### src/rtl/wdg_pkg.sv
package wdg_pkg;
   // register addresses
   localparam int unsigned A_CTRL  = 0;
   localparam int unsigned A_SVC   = 1;
   localparam int unsigned A_ICTL  = 2;
   localparam int unsigned A_RSTAT = 3;
   localparam int unsigned A_PWR   = 4;

   // control register bit positions
   localparam int unsigned B_EN     = 0;
   localparam int unsigned B_RUN0   = 1;  // wait, stop, debug run bits follow
   localparam int unsigned B_SWRST  = 4;
   localparam int unsigned B_EXT    = 5;
   localparam int unsigned B_TO_LSB = 8;

   // interrupt control bit positions
   localparam int unsigned B_IEN   = 15;
   localparam int unsigned B_ISTAT = 14;

   // reset cause bits
   localparam int unsigned C_POR  = 0;
   localparam int unsigned C_SW   = 1;
   localparam int unsigned C_TOUT = 2;

   localparam int unsigned N_MODES = 3;

   localparam logic [15:0] KEY_ARM  = 16'h5555;
   localparam logic [15:0] KEY_FIRE = 16'hAAAA;
endpackage

### src/rtl/wdg_keyseq.sv
module wdg_keyseq
   import wdg_pkg::*;
(
   input  logic        clk,
   input  logic        rst_n,
   input  logic        svc_wr,
   input  logic [15:0] wdata,
   output logic        fire
);
   logic armed;

   assign fire = svc_wr && armed && (wdata == KEY_FIRE);

   always_ff @(posedge clk or negedge rst_n) begin
      if (!rst_n)
         armed <= 1'b0;
      else if (svc_wr)
         armed <= (wdata == KEY_ARM);
   end
endmodule

### src/rtl/wdg_downcnt.sv
module wdg_downcnt
   import wdg_pkg::*;
#(
   parameter int unsigned TO_W   = 8,
   parameter int unsigned ICNT_W = 8
)(
   input  logic               clk,
   input  logic               rst_n,
   input  logic               tick,
   input  logic               run_en,
   input  logic [N_MODES-1:0] mode_act,
   input  logic [N_MODES-1:0] mode_run,
   input  logic               load,
   input  logic [TO_W-1:0]    load_val,
   input  logic [ICNT_W-1:0]  icnt,
   output logic               pre_hit,
   output logic               expire
);
   localparam int unsigned CMP_W = (TO_W > ICNT_W) ? TO_W : ICNT_W;

   logic [TO_W-1:0]    cnt;
   logic               spent;
   logic [N_MODES-1:0] hold;
   logic               active;

   for (genvar i = 0; i < N_MODES; i++) begin : g_hold
      assign hold[i] = mode_act[i] & ~mode_run[i];
   end

   assign active  = tick && run_en && !(|hold) && !spent;
   assign expire  = active && (cnt == '0);
   assign pre_hit = active && (CMP_W'(cnt) == CMP_W'(icnt));

   always_ff @(posedge clk or negedge rst_n) begin
      if (!rst_n) begin
         cnt   <= '1;
         spent <= 1'b0;
      end else if (load) begin
         cnt   <= load_val;
         spent <= 1'b0;
      end else if (expire) begin
         spent <= 1'b1;
      end else if (active) begin
         cnt   <= cnt - 1'b1;
      end
   end
endmodule

### src/rtl/wdg_regs.sv
module wdg_regs
   import wdg_pkg::*;
#(
   parameter int unsigned TO_W     = 8,
   parameter int unsigned ICNT_W   = 8,
   parameter int unsigned ADDR_W   = 3,
   parameter int unsigned ICNT_RST = 4
)(
   input  logic               clk,
   input  logic               rst_n,
   input  logic               por_n,
   input  logic               wr_en,
   input  logic [ADDR_W-1:0]  addr,
   input  logic [15:0]        wdata,
   input  logic               dbg_in,
   input  logic               pre_hit,
   input  logic               expire,
   output logic               run_en,
   output logic [N_MODES-1:0] mode_run,
   output logic               load,
   output logic [TO_W-1:0]    load_val,
   output logic [ICNT_W-1:0]  icnt,
   output logic               irq_en,
   output logic               irq_stat,
   output logic               irq_lock,
   output logic               tout_rst,
   output logic               sw_rst_req,
   output logic               ext_alarm,
   output logic               pwrdn_en,
   output logic [2:0]         rst_cause,
   output logic [15:0]        rdata
);
   logic            wr_ctrl, wr_svc, wr_ictl, wr_pwr;
   logic            svc_fire;
   logic            sw_req_now;
   logic [TO_W-1:0] to_val;

   assign wr_ctrl = wr_en && (addr == ADDR_W'(A_CTRL));
   assign wr_svc  = wr_en && (addr == ADDR_W'(A_SVC));
   assign wr_ictl = wr_en && (addr == ADDR_W'(A_ICTL));
   assign wr_pwr  = wr_en && (addr == ADDR_W'(A_PWR));

   wdg_keyseq u_key (
      .clk   (clk),
      .rst_n (rst_n),
      .svc_wr(wr_svc),
      .wdata (wdata),
      .fire  (svc_fire)
   );

   assign sw_req_now = wr_ctrl && !wdata[B_SWRST];
   assign load       = svc_fire || (wr_ctrl && wdata[B_EN] && !run_en);
   assign load_val   = svc_fire ? to_val : wdata[B_TO_LSB +: TO_W];

   // control register, cleared by either reset
   always_ff @(posedge clk or negedge rst_n) begin
      if (!rst_n) begin
         run_en   <= 1'b0;
         mode_run <= N_MODES'(1);
         to_val   <= '1;
      end else if (wr_ctrl) begin
         to_val   <= wdata[B_TO_LSB +: TO_W];
         mode_run <= wdata[B_RUN0 +: N_MODES];
         if (wdata[B_EN])
            run_en <= 1'b1;
         else if (dbg_in)
            run_en <= 1'b0;
      end
   end

   // interrupt control with first-write lock
   always_ff @(posedge clk or negedge rst_n) begin
      if (!rst_n) begin
         irq_en   <= 1'b0;
         icnt     <= ICNT_W'(ICNT_RST);
         irq_lock <= 1'b0;
         irq_stat <= 1'b0;
      end else begin
         if (wr_ictl && !irq_lock) begin
            irq_en   <= wdata[B_IEN];
            icnt     <= wdata[ICNT_W-1:0];
            irq_lock <= 1'b1;
         end
         if (pre_hit && irq_en)
            irq_stat <= 1'b1;
         else if (wr_ictl && wdata[B_ISTAT])
            irq_stat <= 1'b0;
      end
   end

   // request pulses and power-down bit
   always_ff @(posedge clk or negedge rst_n) begin
      if (!rst_n) begin
         tout_rst   <= 1'b0;
         sw_rst_req <= 1'b0;
         pwrdn_en   <= 1'b1;
      end else begin
         tout_rst   <= expire;
         sw_rst_req <= sw_req_now;
         if (wr_pwr)
            pwrdn_en <= pwrdn_en & wdata[0];
      end
   end

   // state that only power-on reset clears
   always_ff @(posedge clk or negedge por_n) begin
      if (!por_n) begin
         rst_cause <= 3'b001;
         ext_alarm <= 1'b0;
      end else begin
         if (sw_req_now)
            rst_cause <= 3'b001 << C_SW;
         else if (expire)
            rst_cause <= 3'b001 << C_TOUT;
         if (wr_ctrl && !wdata[B_EXT])
            ext_alarm <= 1'b1;
      end
   end

   always_comb begin
      rdata = '0;
      case (addr)
         ADDR_W'(A_CTRL): begin
            rdata[B_EN]                  = run_en;
            rdata[B_RUN0 +: N_MODES]     = mode_run;
            rdata[B_SWRST]               = 1'b1;
            rdata[B_EXT]                 = ~ext_alarm;
            rdata[B_TO_LSB +: TO_W]      = to_val;
         end
         ADDR_W'(A_ICTL): begin
            rdata[B_IEN]        = irq_en;
            rdata[B_ISTAT]      = irq_stat;
            rdata[ICNT_W-1:0]   = icnt;
         end
         ADDR_W'(A_RSTAT): rdata[2:0] = rst_cause;
         ADDR_W'(A_PWR):   rdata[0]   = pwrdn_en;
         default:          rdata      = '0;
      endcase
   end
endmodule

### src/rtl/wdg_lock_timer.sv
module wdg_lock_timer
   import wdg_pkg::*;
#(
   parameter int unsigned TO_W     = 8,
   parameter int unsigned ICNT_W   = 8,
   parameter int unsigned ADDR_W   = 3,
   parameter int unsigned ICNT_RST = 4
)(
   input  logic              clk,
   input  logic              por_n,
   input  logic              sys_rst_n,
   input  logic              tick_en,
   input  logic              wait_in,
   input  logic              stop_in,
   input  logic              dbg_in,
   input  logic              wr_en,
   input  logic              rd_en,
   input  logic [ADDR_W-1:0] addr,
   input  logic [15:0]       wdata,
   output logic [15:0]       rdata,
   output logic              irq,
   output logic              tout_rst,
   output logic              sw_rst_req,
   output logic              ext_alarm,
   output logic              pwrdn_en
);
   if (TO_W < 1 || TO_W > 8) begin : g_bad_to_w
      $error("TO_W must lie in 1..8 to fit the control register");
   end
   if (ICNT_W < 1 || ICNT_W > 14) begin : g_bad_icnt_w
      $error("ICNT_W must lie in 1..14 to fit below the status bit");
   end
   if (ADDR_W < 3) begin : g_bad_addr_w
      $error("ADDR_W must be at least 3");
   end

   logic               rst_all_n;
   logic               run_en;
   logic [N_MODES-1:0] mode_run;
   logic [N_MODES-1:0] mode_act;
   logic               load;
   logic [TO_W-1:0]    load_val;
   logic [ICNT_W-1:0]  icnt;
   logic               irq_en, irq_stat, irq_lock;
   logic               pre_hit, expire;
   logic [2:0]         rst_cause;
   logic [15:0]        reg_rdata;

   assign rst_all_n = por_n & sys_rst_n;
   assign mode_act  = {dbg_in, stop_in, wait_in};

   wdg_regs #(
      .TO_W(TO_W), .ICNT_W(ICNT_W), .ADDR_W(ADDR_W), .ICNT_RST(ICNT_RST)
   ) u_regs (
      .clk       (clk),
      .rst_n     (rst_all_n),
      .por_n     (por_n),
      .wr_en     (wr_en),
      .addr      (addr),
      .wdata     (wdata),
      .dbg_in    (dbg_in),
      .pre_hit   (pre_hit),
      .expire    (expire),
      .run_en    (run_en),
      .mode_run  (mode_run),
      .load      (load),
      .load_val  (load_val),
      .icnt      (icnt),
      .irq_en    (irq_en),
      .irq_stat  (irq_stat),
      .irq_lock  (irq_lock),
      .tout_rst  (tout_rst),
      .sw_rst_req(sw_rst_req),
      .ext_alarm (ext_alarm),
      .pwrdn_en  (pwrdn_en),
      .rst_cause (rst_cause),
      .rdata     (reg_rdata)
   );

   wdg_downcnt #(
      .TO_W(TO_W), .ICNT_W(ICNT_W)
   ) u_cnt (
      .clk     (clk),
      .rst_n   (rst_all_n),
      .tick    (tick_en),
      .run_en  (run_en),
      .mode_act(mode_act),
      .mode_run(mode_run),
      .load    (load),
      .load_val(load_val),
      .icnt    (icnt),
      .pre_hit (pre_hit),
      .expire  (expire)
   );

   assign irq   = irq_stat & irq_en;
   assign rdata = rd_en ? reg_rdata : '0;
endmodule

### config.mk
export PLATFORM = sky130hd
export DESIGN_NAME = wdg_lock_timer
export DESIGN_NICKNAME = d
export VERILOG_FILES = /design/src/rtl/wdg_pkg.sv /design/src/rtl/wdg_keyseq.sv /design/src/rtl/wdg_downcnt.sv /design/src/rtl/wdg_regs.sv /design/src/rtl/wdg_lock_timer.sv
export SDC_FILE = /design/constraint.sdc
export NUM_CORES = 1
export LEC_CHECK = 0
export CAP_MARGIN = 15
export CORE_UTILIZATION = 30
export DETAILED_ROUTE_END_ITERATION = 6
export PLACE_DENSITY_LB_ADDON = 0.05
export SETUP_SLACK_MARGIN = 0.3
export SLEW_MARGIN = 20
export SYNTH_ARGS = -nofsm -noshare
export SYNTH_HDL_FRONTEND = slang
export SYNTH_HIERARCHICAL = 1
export SYNTH_SLANG_ARGS = --single-unit
### constraint.sdc
create_clock -name clk -period 4.5 [get_ports clk]
set_input_delay 0.9 -clock clk [delete_from_list [all_inputs] [get_ports clk]]
set_output_delay 0.9 -clock clk [all_outputs]
set_load 0.01 [all_outputs]
==> results of run 1 <==
logic make-up after synthesis:
family / share of synthesized area, %
multiplexers: 8.76
flip-flops: 40.6
buffers and inverters: 4.85
AO/OA/AOI/OAI: 10.3
adder cells (fa/ha/maj): 0.989
AND/OR/NAND/NOR: 31.8
XOR/XNOR: 2.77
critical path, delay by kind of cell:
family | cells | cell delay [ns]
simple gates | 4 | 0.89
buf+inv | 2 | 1.24
cell type report:
class,count,share of cell area [%]
tap,105,4.07
sequential,40,31.8
clock inverter,3,1.32
clock buffer,5,2.13
multi-input combinational,195,42.8
inverter,12,1.40
timing repair buffer,55,16.5
per-stage QoR:
stage          power [mW]  std cells  util, %
6_report             1.19        415     39.5
5_1_grt              1.27        415     39.5
4_1_cts              1.21        415     39.5
3_5_place_dp        0.892        407     38.1
3_3_place_gp        0.891        407     38.1
2_1_floorplan       0.779        259        -
routing by layer:
metal | track usage, % | vias up | wire length [µm]
met3 | 2.67 | 4 | 262
met1 | 25.6 | 993 | 3710
met4 | 3.85 | 0 | 42
li1 | - | 1007 | -
met5 | 0 | - | 0
met2 | 28.1 | 46 | 3300
final timing paths:
check	from	end	slack (ns)	cells past startpoint
worst min-delay path	u_regs/to_val[4]	u_regs/to_val[4]	0.47	2
worst min register to register	u_regs/to_val[4]	u_regs/to_val[4]	0.47	2
worst max register to register	u_cnt/cnt[0]	u_regs/rst_cause[1]	2.74	6
min in group asynchronous	por_n	u_regs/rst_cause[2]	0.82	1
worst max-delay path	addr[1]	rdata[0]	0.55	6
max in group asynchronous	por_n	u_cnt/cnt[4]	2.77	3
power by group:
group / total (mW) / leakage [nW] / switching, mW / internal (mW)
combinational: 0.312 / 0.799 / 0.143 / 0.168
sequential: 0.573 / 0.461 / 0.100 / 0.473
clock: 0.308 / 0.0541 / 0.143 / 0.165
layout by cell type, fill, tap and decap left out, types with 3 or more instances in the layout:
cell / netlist / layout
dfrtp_1: 20 / 20
a22o_1: 5 / 5
inv_1: 12 / 12
clkdlybuf4s50_1: 0 / 48
mux2_2: 17 / 17
clkbuf_8: 0 / 5
dfstp_2: 20 / 20
a31o_2: 3 / 3
nand2b_1: 6 / 6
o21a_1: 3 / 3
nand4_1: 9 / 9
mux2i_1: 3 / 3
nand3_1: 10 / 10
o21ai_0: 5 / 5
nor2_1: 10 / 10
xnor2_1: 8 / 8
and2_2: 12 / 12
nand2_1: 43 / 43
buf_4: 2 / 7
and2_1: 14 / 14
sequential cells by signal, summed over array words and instances, names as in the netlist:
register and count:
u_cnt/cnt 8, u_regs/icnt 8, u_regs/to_val 8, u_regs/mode_run 3
u_regs/rst_cause 3, u_cnt/spent 1, u_regs/ext_alarm 1, u_regs/irq_en 1
u_regs/irq_lock 1, u_regs/irq_stat 1, u_regs/pwrdn_en 1, u_regs/run_en 1
u_regs/sw_rst_req 1, u_regs/tout_rst 1, u_regs/u_key/armed 1
==> summary.txt, run 1 <==
Cells and area
  – Fin area: around 0.0032 mm²
  – Fraction of layout cells with a size suffix above 1: 26.1%
  – Ant. Diodes: 0
  – Footprint of the multi-input gates: 0.00138 mm²
  – Fillers: 852
  – Final #Nets: approximately 340
  – Area Overhead vs Synth: 27.6%
  – Register area: 0.00103 mm²

Critical path
  – CP Max Fanout: 11
  – CP arrival: approximately 3.1 ns
  – Startpoint types: input port
  – CP max-delay cell: clkdlybuf4s50_1
  – Endpoint class of the critical path: primary output
  – CP Data Required Time: roughly 3.6 ns
  – Crit path cell chain: clkdlybuf4s50_1, nand2b_1, or3b_2, nand3_1, and2_2, clkdlybuf4s50_1
  – CP most frequent cell: clkdlybuf4s50_1
  – Setup CP Type: in2out
  – Max stage delay on crit path: 0.72 ns

Place
  – RePlAce Congestion: around 0.75
  – PortBufs: 48
  – Placed Instance Area: 0.00312 mm²
  – DPL Wire Length: 5.25 mm
  – Setup WS pre-CTS: 0.545 ns

Clock network
  – CTS sink count: 40
  – CTS-repair resized insts: 0
  – Setup Fix Bufs, Post-CTS: 0
  – Clk_lat worst skew: 0.30 ns
  – Maximum clock path buffer count: 2
  – Clock-pin slew on the worst setup and hold paths: 0.08 ns
  – Number of CTS-inserted buffers: 5
  – CTS tree: done
  – Max H-tree Level: 2
  – Hold Buf Count CTS: 0
  – CTS root buffer: clkbuf_8

Power and ir drop
  – Worst vdd ir: 0.127 mV
  – PwrDens: roughly 370 mW/mm²
  – Leakage dissipation: 1.31 nW

STA
  – Finish-stage setup viols: 0
  – Max-slew headroom: a little over half
  – Least-Margin Pin Slew: 0.680 ns
  – Worst Skew: 0.00841 ns
  – FMAX: approximately 250 MHz
  – Final Cycle Share: 87.7%
  – Unrepaired setup endpoints after global routing: no
  – Setup WS post-layout: 0.553 ns
  – Fin. Hold Viols: 0
  – Total negative setup slack: 0 ns
  – Final Critical Period: 3.95 ns
  – Final slew viol count: 0
  – Fin Hold WS: between 0.4 and 0.5 ns

Global routing
  – Initial antenna violation count: 0
  – Vias in the first global route: 2044
  – First-pass GRT wire length: ~12 mm
  – Largest net degree at the start of global routing: 37
  – GRT Total Usage: 17.8%
  – Remaining global-route overflow: 0

Synth
  – Most frequent cell after synthesis: nand2_1
  – Predominant post-synthesis flop cell: dfstp_2
  – Post-synthesis sequential area ratio: 40.6%
  – Mean post-synth cell area: 9.76 µm²
  – Largest area contributor in the netlist: dfstp_2
  – Ys async rst share: 100%
  – Top cells by count, synth: nand2_1 (43), dfrtp_1 (20), dfstp_2 (20)
  – EDFF count, synth: 0
  – Synth warn: 6
  – Syn Nets: about 290
  – Netlist Area Pre-Place: 0.00253 mm²
  – Yosys reg bits: 40
  – Top-area cell type share of the netlist area: 20.8%
  – Cell variety after synth: 58
  – Synth Instances: 259
  – Synth area leaders: dfstp_2 (21%), dfrtp_1 (20%), mux2_2 (7.6%)

Die
  – Starting density of the core: a little over 30%
  – Row cnt: 33
  – Die Y: 93.8 µm
  – CORE AREA: around 0.008 mm²
  – DIE AREA: 0.00880 mm²
  – Die X: 93.8 µm
  – I/O pin total: 49

Min path
  – Min-delay worst type: reg2reg

Drt
  – Routed wire length: about 7.3 mm
  – Post-DR wirelength/cell: 17.6 µm
  – Via count: 2050
  – Post-route ant nets: 0
  – DR vias/cell: 4.94
  – DRC: 0
  – TritonRoute pass-1 iters: 4
  – Initial DRC count: 37

Status
  – Status: finished clean

Run
  – Max_cap viols: 0
(Power assumes the default switching activity.)
==> run 2: changes to the inputs <==
- HOLD_SLACK_MARGIN: unset -> 0.06
- clock period: 4.5 -> 3.9 ns (I/O delays scaled with it)
==> summary.txt, run 2 (synthesized netlist as in run 1, its figures left out) <==
Cells and area
  – Fillers: 806
  – Fraction of layout cells with a size suffix above 1: 26.8%
  – Fin util: 39.7%
  – Commonest cells after routing, fill and taps aside: clkdlybuf4s50_1 (48), nand2_1 (43), dfstp_2 (20), dfrtp_1 (20), mux2_2 (17)
  – Finished Layout Cells: 418
  – Commonest non-fill, non-tap cell in the layout: clkdlybuf4s50_1
  – Largest regs: u_cnt/cnt: 8 flops, u_regs/icnt: 8 flops, u_regs/to_val: 8 flops
  – Final #Nets: 342
  – Area Overhead vs Synth: 28.5%
  – Ant. Diodes: 0

STA
  – Unrepaired setup endpoints after global routing: no
  – FMAX: 287 MHz
  – Final Cycle Share: 89.4%
  – Least-Margin Pin Slew: 0.670 ns
  – Max-slew headroom: 55.3%
  – Fin. Hold Viols: 0
  – Worst Skew: 0.00773 ns
  – Total negative setup slack: 0 ns
  – Finish-stage setup viols: 0
  – Fin Hold WS: 0.468 ns
  – Final slew viol count: 0
  – Final Critical Period: 3.48 ns

Drt
  – Post-route ant nets: 0
  – Initial DRC count: 76
  – DR vias/cell: just under 5
  – DRC: 0
  – Via count: 2052
  – Post-DR wirelength/cell: 17.2 µm
  – TritonRoute pass-1 iters: 4
  – Routed wire length: 7.19 mm

Global routing
  – Initial antenna violation count: 0
  – Vias in the first global route: 2077
  – Largest net degree at the start of global routing: 37
  – First-pass GRT wire length: 11.6 mm
  – GRT Total Usage: 17.6%
  – Remaining global-route overflow: 0

Clock network
  – Max H-tree Level: 2
  – CTS sink count: 40
  – CTS tree: done
  – CTS root buffer: clkbuf_8
  – Number of CTS-inserted buffers: 5
  – Maximum clock path buffer count: 2
  – CTS-repair resized insts: 0
  – Setup Fix Bufs, Post-CTS: 0
  – Hold Buf Count CTS: 0
  – Clk_lat worst skew: around 0.30 ns
  – Clock-pin slew on the worst setup and hold paths: 0.09 ns

Min path
  – Min-delay worst type: reg2reg
  – WHS Path Cells: 2

Power and ir drop
  – Leakage dissipation: 1.33 nW
  – Clk network pwr share: 25.9%
  – Combinational power share: 26.2%
  – Switching power: 444 µW
  – Worst vdd ir: 0.190 mV
  – Net Sw Frac: about a third
  – Reg power frac: a little under half
  – Internal power: 931 µW
  – PwrDens: 423 mW/mm²

Status
  – Status: finished clean

Place
  – DPL Wire Length: 5.22 mm
  – PortBufs: 48
  – Placed Cells incl. Taps: 410
  – RePlAce Congestion: around 0.8

Die
  – CORE AREA: 0.00818 mm²
  – Starting density of the core: 30.9%
  – DIE AREA: 0.00880 mm²
  – Die X: roughly 94 µm
  – I/O pin total: ~50
  – Row cnt: 33
  – Die Y: ~94 µm

Critical path
  – CP Max Fanout: 12
  – CP arrival: 2.70 ns
  – Setup CP Type: in2out
  – Endpoint class of the critical path: primary output
  – CP Data Required Time: 3.12 ns
  – Worst r2r path cells: 6
  – Startpoint types: input port

Run
  – Max_cap viols: 0
-- run 2: routing by layer --
metal  GRT usage [%]  part of all wire [%]
met5               0                     0
met4            4.74                   1.4
met3            2.75                   3.5
met2            27.4                    45
met1            25.1                    50
-- run 2: area by class of cell --
class / instances / area [µm²] / share of cell area [%]
clock buffer: 5 / 68.8 / 2.12
tap: 105 / 131 / 4.04
timing repair buffer: 58 / 556 / 17.1
sequential: 40 / 1030 / 31.6
inverter: 12 / 45.0 / 1.39
multi-input combinational: 195 / 1380 / 42.5
clock inverter: 3 / 42.5 / 1.31
-- run 2: power groups by stage --
stage,clock [mW],sequential (mW),combinational (mW)
after floorplan,0,0.630,0.269
after global placement,0,0.669,0.359
after detailed placement,0,0.668,0.362
after CTS,0.367,0.662,0.365
after global routing,0.380,0.675,0.406
final,0.356,0.659,0.360
-- run 2: path summary, 6_finish.rpt --
path / from / end / slack [ns]
max in group asynchronous: por_n / u_regs/to_val[7] / 2.31
hold / removal: u_regs/to_val[3] / u_regs/to_val[3] / 0.47
setup reg to reg: u_cnt/cnt[0] / u_regs/rst_cause[1] / 2.12
hold reg to reg: u_regs/to_val[3] / u_regs/to_val[3] / 0.47
min in group asynchronous: por_n / u_regs/ext_alarm / 0.70
setup / recovery: addr[2] / rdata[0] / 0.42
-- run 2: critical path, cell delays in order --
cell and delay, ns:
clkdlybuf4s50_1 0.75, mux2i_1 0.13, or3_1 0.31, nand3_1 0.08, and2_2 0.13, clkdlybuf4s50_1 0.53
-- run 2: through the flow --
stage	setup WS, ns	total power [mW]	area, µm²
2_1_floorplan	0.819	0.899	2530
3_3_place_gp	0.359	1.03	3140
3_5_place_dp	0.406	1.03	3140
4_1_cts	0.407	1.39	3250
5_1_grt	0.307	1.46	3250
6_report	0.415	1.37	3250
==> run 3: changes to the inputs <==
==> constraint.sdc (replaced) <==
create_clock -name clk -period 3.9 [get_ports clk]
set_input_delay 0.585 -clock clk [delete_from_list [all_inputs] [get_ports clk]]
set_output_delay 0.585 -clock clk [all_outputs]
set_load 0.01 [all_outputs]
==> summary.txt, run 3 (synthesized netlist as in run 1, its figures left out) <==
Cells and area
  – Area Overhead vs Synth: 27.6%
  – Commonest non-fill, non-tap cell in the layout: clkdlybuf4s50_1
  – Ant. Diodes: 0
  – Commonest cells after routing, fill and taps aside: clkdlybuf4s50_1 (48), nand2_1 (43), dfstp_2 (20), dfrtp_1 (20), mux2_2 (17)
  – Footprint of the multi-input gates: 0.00138 mm²
  – Final #Nets: 339
  – Register area: 0.00103 mm²
  – Largest regs: u_cnt/cnt: 8 flops, u_regs/icnt: 8 flops, u_regs/to_val: 8 flops
  – Fraction of layout cells with a size suffix above 1: 26.1%
  – Fillers: 835

Drt
  – Post-route ant nets: 0
  – DRC: 0
  – Post-DR wirelength/cell: 17.5 µm
  – Via count: between 2000 and 2500
  – Routed wire length: 7.27 mm
  – TritonRoute pass-1 iters: 4
  – DR vias/cell: 5.05
  – Initial DRC count: 103

STA
  – Setup WS post-layout: slightly below 0.6 ns
  – Unrepaired setup endpoints after global routing: no
  – Final slew viol count: 0
  – FMAX: 302 MHz
  – Worst Skew: between 0.006 and 0.007 ns
  – Final Critical Period: 3.31 ns
  – Finish-stage setup viols: 0
  – Total negative setup slack: 0 ns
  – Final Cycle Share: a little over four fifths
  – Max-slew headroom: 55.3%
  – Fin. Hold Viols: 0
  – Least-Margin Pin Slew: 0.670 ns

Place
  – RePlAce Congestion: about 0.75
  – Setup WS pre-CTS: 0.573 ns
  – PortBufs: 48
  – DPL Wire Length: 5.32 mm

Power and ir drop
  – Worst vdd ir: 0.151 mV
  – PwrDens: 426 mW/mm²
  – Leakage dissipation: between 1 and 1.5 nW
  – Tot Pwr: 1.37 mW

Global routing
  – Initial antenna violation count: 0
  – Remaining global-route overflow: 0
  – Largest net degree at the start of global routing: 37
  – Vias in the first global route: 2052
  – First-pass GRT wire length: 11.7 mm
  – GRT Total Usage: 17.8%

Min path
  – WHS Path Cells: 2
  – Min-delay worst type: reg2reg

Status
  – Status: finished clean

Clock network
  – Setup Fix Bufs, Post-CTS: 0
  – CTS tree: done
  – Hold Buf Count CTS: 0
  – Clock-pin slew on the worst setup and hold paths: about 0.080 ns
  – Clk_lat worst skew: 0.29 ns
  – Number of CTS-inserted buffers: 5
  – Max H-tree Level: 2
  – CTS sink count: 40
  – Maximum clock path buffer count: 2
  – CTS-repair resized insts: 0
  – CTS root buffer: clkbuf_8

Run
  – Max_cap viols: 0

Die
  – Row cnt: 33
  – Starting density of the core: ~31%
  – CORE AREA: around 0.0082 mm²
  – DIE AREA: 0.00880 mm²
  – I/O pin total: 49
  – Die X: approximately 94 µm
  – Die Y: 93.8 µm

Critical path
  – Startpoint types: input port
  – CP Data Required Time: 3.31 ns
  – Setup CP Type: in2out
  – Worst r2r path cells: 6
  – Endpoint class of the critical path: primary output
  – CP arrival: ~2.7 ns
  – CP Max Fanout: 9
run 3: changes by cell type in the layout (fill, tap and decap cells not counted):
cell and change:
buf_4 -3
run 3: critical path, cell delays in order:
cell             delay (ns)
clkdlybuf4s50_1        0.71
nand2b_1               0.19
or3b_2                 0.49
nand3_1                0.08
and2_2                 0.14
clkdlybuf4s50_1        0.53
run 3: final timing paths:
path | to | from | slack (ns)
hold / removal | u_regs/to_val[2] | u_regs/to_val[2] | 0.47
setup / recovery | rdata[0] | addr[1] | 0.59
max in group asynchronous | u_regs/to_val[7] | por_n | 2.52
hold reg to reg | u_regs/to_val[2] | u_regs/to_val[2] | 0.47
setup reg to reg | u_regs/rst_cause[1] | u_cnt/cnt[0] | 2.13
min in group asynchronous | u_regs/ext_alarm | por_n | 0.50
run 3: power by group:
group          internal (mW)  switching, mW  leakage, nW
Clock                  0.190          0.160       0.0541
Combinational          0.194          0.167        0.799
Sequential             0.545          0.119        0.461
run 3: layout make-up:
class / count / share of cell area (%)
inverters: 12 / 1.40
well taps: 105 / 4.07
flip-flops and latches: 40 / 31.8
multi-input cells: 195 / 42.8
repair buffers: 55 / 16.5
clock buffers: 5 / 2.13
clock inverters: 3 / 1.32
run 3: metal layers:
metal / wire length (µm) / part of all wire (%) / up-vias / track usage (%)
met2: 3260 / 45 / 54 / 27.7
met5: 0 / 0 / - / 0
li1: - / - / 1012 / -
met4: 56 / 0.77 / 0 / 4.62
met3: 271 / 3.7 / 5 / 2.99
met1: 3690 / 51 / 1023 / 25.3
run 3: per-stage QoR:
stage / std cells / utilization [%] / instance area (µm²) / hold WS [ns]
2_1_floorplan: 259 / - / 2530 / 0.289
3_3_place_gp: 407 / 38.1 / 3120 / 0.454
3_5_place_dp: 407 / 38.1 / 3120 / 0.455
4_1_cts: 415 / 39.5 / 3230 / 0.469
5_1_grt: 415 / 39.5 / 3230 / 0.483
6_report: 415 / 39.5 / 3230 / 0.467
